**src/rtl/spi_cr_pkg.sv**
```systemverilog
package spi_cr_pkg;
   localparam int BYTE_W = 8;
   localparam int IDX_W  = 2;

   localparam logic [BYTE_W-1:0] OPC_WRSR = 8'h01;
   localparam logic [BYTE_W-1:0] OPC_WRDI = 8'h04;
   localparam logic [BYTE_W-1:0] OPC_RDSR = 8'h05;
   localparam logic [BYTE_W-1:0] OPC_WREN = 8'h06;

   typedef struct packed {
      logic       wpen;
      logic [1:0] wdt_sel;
      logic [1:0] prot;
   } cfg_t;

   function automatic logic [BYTE_W-1:0] status_of(input cfg_t c, input logic wel);
      return {c.wpen, 1'b0, c.wdt_sel, c.prot, wel, 1'b0};
   endfunction

   function automatic cfg_t cfg_of(input logic [BYTE_W-1:0] b);
      cfg_t c;
      c.wpen    = b[7];
      c.wdt_sel = b[5:4];
      c.prot    = b[3:2];
      return c;
   endfunction
endpackage

```
**src/rtl/spi_cr_sync.sv**
```systemverilog
module spi_cr_sync #(
   parameter int STAGES = 2,
   parameter int WIDTH  = 1
) (
   input  logic             clk,
   input  logic             rst_n,
   input  logic [WIDTH-1:0] d,
   output logic [WIDTH-1:0] q
);
   generate
      if (STAGES < 2) begin : g_bad_stages
         $error("spi_cr_sync: STAGES must be at least 2");
      end
      if (WIDTH < 1) begin : g_bad_width
         $error("spi_cr_sync: WIDTH must be at least 1");
      end
   endgenerate

   logic [STAGES-1:0][WIDTH-1:0] stg;

   always_ff @(posedge clk or negedge rst_n) begin
      if (!rst_n) stg <= '0;
      else        stg <= {stg[STAGES-2:0], d};
   end

   assign q = stg[STAGES-1];
endmodule

```
**src/rtl/spi_cr_edge.sv**
```systemverilog
module spi_cr_edge #(
   parameter int WIDTH = 1
) (
   input  logic             clk,
   input  logic             rst_n,
   input  logic [WIDTH-1:0] lvl,
   output logic [WIDTH-1:0] rise,
   output logic [WIDTH-1:0] fall
);
   logic [WIDTH-1:0] prev;

   always_ff @(posedge clk or negedge rst_n) begin
      if (!rst_n) prev <= '0;
      else        prev <= lvl;
   end

   for (genvar g = 0; g < WIDTH; g++) begin : g_bit
      assign rise[g] =  lvl[g] & ~prev[g];
      assign fall[g] = ~lvl[g] &  prev[g];
   end
endmodule

```
**src/rtl/spi_cr_shift.sv**
```systemverilog
module spi_cr_shift import spi_cr_pkg::*; (
   input  logic              clk,
   input  logic              rst_n,
   input  logic              active,
   input  logic              start,
   input  logic              sclk_rise,
   input  logic              sclk_fall,
   input  logic              mosi,
   input  logic              load,
   input  logic [BYTE_W-1:0] load_data,
   output logic              byte_done,
   output logic [BYTE_W-1:0] rx_byte,
   output logic [IDX_W-1:0]  byte_idx,
   output logic              miso
);
   localparam int                CNT_W    = $clog2(BYTE_W);
   localparam logic [CNT_W-1:0]  CNT_LAST = CNT_W'(BYTE_W - 1);
   localparam logic [IDX_W-1:0]  IDX_MAX  = '1;

   logic [CNT_W-1:0]  bit_cnt;
   logic [BYTE_W-1:0] rx_sr;
   logic [BYTE_W-1:0] tx_sr;
   logic              miso_q;

   assign byte_done = active && sclk_rise && (bit_cnt == CNT_LAST);
   assign rx_byte   = {rx_sr[BYTE_W-2:0], mosi};
   assign miso      = miso_q;

   always_ff @(posedge clk or negedge rst_n) begin
      if (!rst_n) begin
         bit_cnt  <= '0;
         rx_sr    <= '0;
         tx_sr    <= '0;
         byte_idx <= '0;
         miso_q   <= 1'b0;
      end else if (start || !active) begin
         bit_cnt  <= '0;
         rx_sr    <= '0;
         tx_sr    <= '0;
         byte_idx <= '0;
         miso_q   <= 1'b0;
      end else begin
         if (sclk_rise) begin
            rx_sr   <= rx_byte;
            bit_cnt <= byte_done ? '0 : bit_cnt + 1'b1;
            if (byte_done && byte_idx != IDX_MAX) byte_idx <= byte_idx + 1'b1;
         end
         if (load) begin
            tx_sr <= load_data;
         end else if (sclk_fall) begin
            miso_q <= tx_sr[BYTE_W-1];
            tx_sr  <= tx_sr << 1;
         end
      end
   end
endmodule

```
**src/rtl/spi_cr_ctl.sv**
```systemverilog
module spi_cr_ctl import spi_cr_pkg::*; #(
   parameter cfg_t CFG_RST = '0
) (
   input  logic              clk,
   input  logic              rst_n,
   input  logic              cs_s,
   input  logic              cs_fall,
   input  logic              cs_rise,
   input  logic              wp_n_s,
   input  logic              byte_done,
   input  logic [BYTE_W-1:0] rx_byte,
   input  logic [IDX_W-1:0]  byte_idx,
   output logic              armed,
   output logic              active,
   output logic              load,
   output logic [BYTE_W-1:0] load_data,
   output cfg_t              cfg,
   output logic              wel,
   output logic              wr_full,
   output logic              oe
);
   logic [BYTE_W-1:0] op_q;
   cfg_t              pend_q;
   logic              locked;
   logic              first_byte;

   assign active     = armed & ~cs_s;
   assign locked     = cfg.wpen & ~wp_n_s;
   assign first_byte = (byte_idx == '0);
   assign load_data  = status_of(cfg, wel);
   assign load       = byte_done &&
                       ((first_byte && rx_byte == OPC_RDSR) ||
                        (!first_byte && op_q == OPC_RDSR));

   always_ff @(posedge clk or negedge rst_n) begin
      if (!rst_n) begin
         armed   <= 1'b0;
         op_q    <= '0;
         wel     <= 1'b0;
         cfg     <= CFG_RST;
         pend_q  <= '0;
         wr_full <= 1'b0;
         oe      <= 1'b0;
      end else begin
         oe <= active;
         if (cs_fall) begin
            armed   <= 1'b1;
            op_q    <= '0;
            wr_full <= 1'b0;
         end else if (cs_rise) begin
            if (armed && op_q == OPC_WRSR && wr_full) begin
               wel <= 1'b0;
               if (wel && !locked) cfg <= pend_q;
            end
            op_q    <= '0;
            wr_full <= 1'b0;
         end else if (byte_done) begin
            if (first_byte) begin
               op_q <= rx_byte;
               if (rx_byte == OPC_WREN)      wel <= 1'b1;
               else if (rx_byte == OPC_WRDI) wel <= 1'b0;
            end else if (byte_idx == IDX_W'(1) && op_q == OPC_WRSR) begin
               pend_q  <= cfg_of(rx_byte);
               wr_full <= 1'b1;
            end
         end
      end
   end
endmodule

```
**src/rtl/spi_cr_top.sv**
```systemverilog
module spi_cr_top import spi_cr_pkg::*; #(
   parameter int         SYNC_STAGES = 2,
   parameter logic [1:0] WDT_OFF     = 2'b11,
   parameter cfg_t       CFG_RST     = '0
) (
   input  logic       clk,
   input  logic       rst_n,
   input  logic       cs_n_i,
   input  logic       sclk_i,
   input  logic       mosi_i,
   input  logic       wp_n_i,
   output logic       miso_o,
   output logic       miso_oe_o,
   output logic       wpen_o,
   output logic [1:0] wdt_sel_o,
   output logic       wdt_en_o,
   output logic [1:0] prot_o
);
   localparam int N_IN = 4;

   logic [N_IN-1:0]   in_s;
   logic              cs_s, sclk_s, mosi_s, wp_n_s;
   logic [1:0]        e_rise, e_fall;
   logic              cs_rise, cs_fall, sclk_rise, sclk_fall;
   logic              armed, active, load, wel, wr_full;
   logic              byte_done;
   logic [BYTE_W-1:0] rx_byte, load_data;
   logic [IDX_W-1:0]  byte_idx;
   cfg_t              cfg;

   spi_cr_sync #(.STAGES(SYNC_STAGES), .WIDTH(N_IN)) u_sync (
      .clk(clk), .rst_n(rst_n),
      .d({wp_n_i, mosi_i, sclk_i, cs_n_i}),
      .q(in_s)
   );
   assign {wp_n_s, mosi_s, sclk_s, cs_s} = in_s;

   spi_cr_edge #(.WIDTH(2)) u_edge (
      .clk(clk), .rst_n(rst_n),
      .lvl({sclk_s, cs_s}),
      .rise(e_rise), .fall(e_fall)
   );
   assign {sclk_rise, cs_rise} = e_rise;
   assign {sclk_fall, cs_fall} = e_fall;

   spi_cr_shift u_shift (
      .clk(clk), .rst_n(rst_n),
      .active(active), .start(cs_fall),
      .sclk_rise(sclk_rise), .sclk_fall(sclk_fall), .mosi(mosi_s),
      .load(load), .load_data(load_data),
      .byte_done(byte_done), .rx_byte(rx_byte), .byte_idx(byte_idx),
      .miso(miso_o)
   );

   spi_cr_ctl #(.CFG_RST(CFG_RST)) u_ctl (
      .clk(clk), .rst_n(rst_n),
      .cs_s(cs_s), .cs_fall(cs_fall), .cs_rise(cs_rise), .wp_n_s(wp_n_s),
      .byte_done(byte_done), .rx_byte(rx_byte), .byte_idx(byte_idx),
      .armed(armed), .active(active), .load(load), .load_data(load_data),
      .cfg(cfg), .wel(wel), .wr_full(wr_full), .oe(miso_oe_o)
   );

   assign wpen_o    = cfg.wpen;
   assign wdt_sel_o = cfg.wdt_sel;
   assign prot_o    = cfg.prot;
   assign wdt_en_o  = (cfg.wdt_sel != WDT_OFF);
endmodule

```
**config.mk**
```make
export PLATFORM = sky130hd
export DESIGN_NAME = spi_cr_top
export DESIGN_NICKNAME = d
export VERILOG_FILES = /design/src/rtl/spi_cr_pkg.sv /design/src/rtl/spi_cr_sync.sv /design/src/rtl/spi_cr_edge.sv /design/src/rtl/spi_cr_shift.sv /design/src/rtl/spi_cr_ctl.sv /design/src/rtl/spi_cr_top.sv
export SDC_FILE = /design/constraint.sdc
export NUM_CORES = 1
export LEC_CHECK = 0
export BUFFER_PORTS_ARGS = -buffer_cell sky130_fd_sc_hd__buf_2
export CAP_MARGIN = 20
export CORE_MARGIN = 1.5
export CORE_UTILIZATION = 64
export CTS_CLUSTER_SIZE = 12
export DETAILED_ROUTE_END_ITERATION = 16
export GPL_TIMING_DRIVEN = 0
export PLACE_DENSITY = 0.8
export SLEW_MARGIN = 20
export SYNTH_ARGS = -nofsm -noshare
export SYNTH_HDL_FRONTEND = slang
export SYNTH_SLANG_ARGS = --single-unit
```
**constraint.sdc**
```tcl
create_clock -name clk -period 4.65 [get_ports clk]
set_input_delay 0.6975 -clock clk [delete_from_list [all_inputs] [get_ports clk]]
set_output_delay 0.6975 -clock clk [all_outputs]
set_load 0.005 [all_outputs]
```
# Word level (Yosys, flattened, before mapping)

Cells that the tools add are included.

Add/subtract/negate cells: 2
Multipliers: 0
Divide/modulo/power cells: 0
$lt $le $gt $ge: 0
Equal/unequal tests: 12
Shifts and indexed selects: 0
Mux-type cells: 29
Bitwise operators: 14
Reductions and logical operators: 33

Operators by type and width:

| operator                                                              | count |
|---|---|
| 8-bit 2-to-1 mux                                                      | 7 |
| 8-bit by 3-bit equality test with 1-bit output, second input constant | 4 |
| 3-bit nonzero test                                                    | 5 |
| 1-bit 2-to-1 mux                                                      | 14 |
| 7-bit 2-to-1 mux                                                      | 2 |
| 1-bit logical AND                                                     | 10 |
| 5-bit AND reduction                                                   | 2 |
| 2-bit nonzero test                                                    | 5 |
| 3-bit 2-to-1 mux                                                      | 3 |
| 8-bit by 1-bit equality test with 1-bit output, second input constant | 1 |
| 1-bit NOT                                                             | 8 |
| 1-bit AND                                                             | 6 |
| 2-bit 2-to-1 mux                                                      | 3 |
| 2-bit AND reduction                                                   | 3 |
| 2-bit by 1-bit != test with 1-bit output, second input constant       | 2 |
| 2-bit != test, second input constant                                  | 2 |
| 4-bit AND reduction                                                   | 1 |
| 3-bit by 1-bit adder with 3-bit output, second input constant         | 1 |
| 3-bit equality test, second input constant                            | 1 |
| 1-bit zero test                                                       | 3 |
| 3-bit != test, second input constant                                  | 1 |
| 3-bit AND reduction                                                   | 1 |
| 2-bit by 1-bit adder with 2-bit output, second input constant         | 1 |
| 2-bit by 1-bit equality test with 1-bit output, second input constant | 1 |
| 2 further kinds                                                       | 3 |

Bits in registers: 53
Latch bits: 0
Bits in writable memories: 0
ROM bits: 0
Input bits: 6
Output and inout bits: 8
Logic and storage cells: 109
Memories kept: 0

# Depth between registers and ports, before layout

Depth in word-level cells: 8
Mapped depth: 7
Mapped depth without buffers: 6

# By module

From an unflattened synthesis, not the netlist that was laid out.

Cell total of the unflattened synthesis: 191
Area, all modules: 2433.6 um^2

Modules (own cells, without submodules):

| module       | instances | cells each | area each (um^2) | sequential area each (um^2) |
|---|---|---|---|---|
| spi_cr_ctl   | 1         | 87         | 1079.8           | 550.5 |
| spi_cr_shift | 1         | 85         | 1034.7           | 525.5 |
| spi_cr_sync  | 1         | 12         | 230.2            | 200.2 |
| spi_cr_edge  | 1         | 6          | 85.1             | 50.0 |
| spi_cr_top   | 1         | 1          | 3.8              | 0.0 |

# Least setup slack after synthesis

Ideal clock, no wire load.

Path type: register -> register
From: register u_edge.prev[0]
To: register, netlist name u_ctl.cfg[0]
Library setup time: 125 ps
Arrival time: 1628 ps
Required time: 4525 ps
Slack: 2897 ps
Cell stages (with the launch flop): 7
Path buffers: 0
Clock period less this slack: 1753 ps
Cells stage by stage: dfrtp_1 > inv_1 > ha_1 > and4b_1 > nand3_2 > nor4b_4 > mux2_2

Word-level cells in the longest chain between the ends: 3
Elaborated cells on any way between the ends: 5
Those cells by class: 4 x bitwise; 1 x reduce/logical

RTL lines:

| what                                             | RTL line                             | source |
|---|---|---|
| start: declaration                               | spi_cr_edge.sv:10                    | `logic [WIDTH-1:0] prev;` |
| start signal: assignment                         | spi_cr_edge.sv:14                    | `else prev <= lvl;` |
| 1-bit AND or 1-bit NOT (tied branches)           | spi_cr_edge.sv:19, spi_cr_edge.sv:18 |  |
| 1-bit NOT (no line) or 1-bit AND (tied branches) | n/a                                  |  |
| 4-bit AND reduction (no line) *                  | n/a                                  |  |

Mark *: on every way between the ends. The rest lies on a longest branch, timed or not.
A chain may end at the register's enable or synchronous reset.

# Worst setup path in the final report

From: register u_shift.byte_idx[0]
To: register u_shift.tx_sr[5]

Word-level cells in the longest chain between the ends: 7
Elaborated cells on any way between the ends: 9
Those cells by class: 2 x mux; 7 x reduce/logical

RTL lines:

| what                     | RTL line           | source |
|---|---|---|
| start: declaration       | spi_cr_shift.sv:13 | `output logic [IDX_W-1:0] byte_idx,` |
| start signal: assignment | spi_cr_shift.sv:46 | `if (byte_done && byte_idx != IDX_MAX) byte_idx <= byte_idx + 1'b1;` |
| 2-bit zero test *        | spi_cr_ctl.sv:29   | `assign first_byte = (byte_idx == '0);` |
| 1-bit zero test          | spi_cr_ctl.sv:33   | `(!first_byte && op_q == OPC_RDSR));` |
| 1-bit logical AND        | spi_cr_ctl.sv:33   |  |
| 1-bit logical OR *       | spi_cr_ctl.sv:32   | `((first_byte && rx_byte == OPC_RDSR) \|\|` |
| 1-bit logical AND *      | spi_cr_ctl.sv:31   | `assign load = byte_done &&` |
| 8-bit 2-to-1 mux         | spi_cr_shift.sv:48 | `if (load) begin` |
| 8-bit 2-to-1 mux         | spi_cr_shift.sv:36 | `end else if (start \|\| !active) begin` |
| end signal: assignment   | spi_cr_shift.sv:49 | `tx_sr <= load_data;` |
| end signal: assignment   | spi_cr_shift.sv:52 | `tx_sr <= tx_sr << 1;` |
| end: declaration         | spi_cr_shift.sv:22 | `logic [BYTE_W-1:0] tx_sr;` |

Marks and branches as above.

==> results.md <==
- Outcome: complete, no violations
- M2 GR Usage: 39.9%
- Row Count: 21
- Crit path time final: 2.00 ns
- CP peak stage delay: 0.44 ns
- Routed Wire Length: 4.08 mm
- Synthesized area per cell: 11.4 um^2
- I/O pin total: 14
- Number of remaining DRC errors: 0
- Maxcap violations: 0
- TritonCTS Buffers: 5
- Number of synthesized flops with an enable pin: 0
- Critical path class: reg -> reg
- Total GRT Usage: 23.1%
- DR vias/cell: 5.60
- Synthesized cell area: 0.00232 mm^2
- Busiest grt layer: met2
- Clk slew on worst S/H paths: 0.15 ns
- Vias in the first global route: 1544
- Worst path required time: 4.95 ns
- WP data arrival: 2.31 ns
- Post-layout nets: 236
- Via count: 1512
- P&R area growth vs syn: 9.29%
- Grt total ovfl: 0
- Drt initial violations: 65
- Total core area: 0.00342 mm^2
- Hold Path Class: in -> async
- Final hold vios: 0
- Worst slew pin tran: 0.636 ns
- Power, Total: 0.765 mW
- Power per cell area: 302 mW/mm^2
- Hold slack: 0.317 ns
- Die width: 63.2 um
- Antenna-violating nets left: 0
- Sequential element share of the synthesized area: 56.2%
- Synth top cells by count: 52 x dfrtp_1, 37 x nand2_1, 19 x a21oi_1
- Cts hold-fix bufs: 0
- Top-area cell type share of the netlist area: 56.2%
- Yosys cell types: 33
- Async SR Flop Fraction: 100%
- First-pass GRT wire length: 7.18 mm
- Hpwl dp: 3.04 mm
- Fmax achieved: 0.500 GHz
- Largest net degree at the start of global routing: 53
- Setup-failing EPs final: 0
- Peak supply drop: 0.000270 V
- Die height: 63.2 um
- Period utilization: 43.0%
- Port-buffer cells: 13
- # diodes: 0
- Prevailing post-synth register cell: dfrtp_1
- CTS root buffer: clkbuf_4
- Synthesized netlist net count: 216
- Grt met1 use: 30.4%
- Cell with the most instances after synthesis: dfrtp_1
- Max clock buf depth: 2
- Die area: 0.00399 mm^2
- WL/cell: 15.1 um
- Unrepaired setup endpoints after global routing: false
- Lkg Pwr: 1.14 nW
- Dominant cells by area after synthesis: dfrtp_1 56%, mux2_2 7.8%, nand2_1 6.0%
- Yosys Warn Count: 0
- Post-cts sizing count: 0
- CP Launch Type: flip-flop
- Cell-by-cell trace of the critical path: inv_1 > ha_1 > buf_2 > nor4b_1 > nand3_1 > a21boi_4 > mux2i_1
- GR Util met3: 4.29%
- Worst setup EP type: flip-flop
- Worst-case clock skew: 0.0159 ns
- H-tree depth: 2
- Initial antenna violation count: 0
- Postcts setup bufs: 0
- Crit-path slowest cell: dfrtp_1
- Initial core utilization: 67.8%
- FF+latch count, synth: 52
- Max-slew violation count: 0
- Final TNS setup: 0 ns
- Drt first pass iters: 4
- CTS tree: built
- Critical path peak fanout: 10
- Share of cells above drive strength 1: 21.9%
- Worst-skew pair later-pin latency: 0.37 ns
- Synth area leader: dfrtp_1
- Clock Sinks: 52
- Routability congestion estimate: 0.894
- Cell count after synthesis: 203
- Relative slew margins: 57.6%
[layout make-up]
cell class	count	area, um^2
clock buffer	6	51.3
tap	46	57.6
timing repair buffer	13	67.6
sequential	52	1300
inverter	5	18.8
multi-input combinational	138	961
clock inverter	2	38.8
buffer	8	36.3
fill	244	883
[registers in the layout, indices dropped and copies added, names as in the netlist, 3 cells and up]
name	cells
u_ctl.op_q	8
u_shift.rx_sr	7
u_shift.tx_sr	7
u_ctl.cfg	5
u_ctl.pend_q	5
u_sync.q	4
u_sync.stg	4
u_shift.bit_cnt	3
[per-layer routing]
metal / up-vias / part of all wire [%]
li1: 735 / -
met1: 748 / 46
met2: 25 / 50
met3: 4 / 2.7
met4: 0 / 0.93
met5: - / 0
[cells by family (layout without fill, tap and decap cells)]
logic type      count (synthesis)  in the layout  synth area share [%]
compound gates                 23             23                  6.10
xor+xnor                        1              1                 0.378
fa+ha+maj                       7              7                  3.78
buf+inv                        13             34                  2.38
flops                          52             52                  56.2
mux                            25             25                  11.7
simple gates                   82             82                  19.5
[placed cells by master, fill, tap and decap left out]
master and n:
nor3_1 2, and4b_1 1, a21oi_1 19, mux2i_1 9
clkbuf_4 5, or2_2 2, nand4_1 2, nand3_2 1
nor4b_1 2, nor4_4 1, a31oi_1 1, bufinv_16 1
and3_1 2, nand2b_1 2, buf_4 2, a221o_2 1
nor3b_1 2, nand2_1 37, a32o_1 1, clkbuf_8 1
nor2_1 6, dfrtp_1 52, clkbuf_1 5, xnor2_1 1
mux2_2 16, clkinv_4 1, a21boi_4 1, nor2b_1 5
inv_1 5, ha_1 7, nand3b_1 2, nand4_2 1
and3b_2 1, nand3_1 10, nor4b_4 1, buf_2 14
and2b_1 2
[worst paths after layout]
| check | startpoint | end | slack (ns) | depth (start not counted) |
|---|---|---|---|---|
| setup / recovery | u_shift.byte_idx[0] | u_shift.tx_sr[5] | 2.65 | 7 |
| hold / removal | rst_n | u_shift.tx_sr[4] | 0.32 | 1 |
| setup reg to reg | u_shift.byte_idx[0] | u_shift.tx_sr[5] | 2.65 | 7 |
| hold reg to reg | u_sync.stg[2] | u_sync.q[2] | 0.37 | 0 |
| max in group asynchronous | rst_n | u_ctl.op_q[1] | 3.88 | 1 |
| min in group clk | u_sync.stg[2] | u_sync.q[2] | 0.37 | 0 |
[critical path: cells and delay by family (launching register included)]
kind | cells | cell delay (ns)
AO/OA/AOI/OAI | 1 | 0.35
adder cells (fa/ha/maj) | 1 | 0.23
AND/OR/NAND/NOR | 2 | 0.45
multiplexers | 1 | 0.23
flip-flops | 1 | 0.44
buffers and inverters | 2 | 0.25
[per-stage QoR]
stage	cells	area, um^2	setup slack, ns	util [%]
floorplan	203	2320	2.90	-
global placement	262	2440	2.72	71.4
detailed placement	262	2440	2.64	71.4
CTS	270	2530	2.63	74.1
global route	270	2530	2.42	74.1
finish	270	2530	2.65	74.1
[power breakdown]
group          total, mW  internal (mW)  switching (mW)
registers          0.464          0.460         0.00439
clock network      0.264          0.129           0.135
logic             0.0375         0.0113          0.0262
total              0.765          0.600           0.165
No activity file was read; power rests on OpenSTA's default activity.
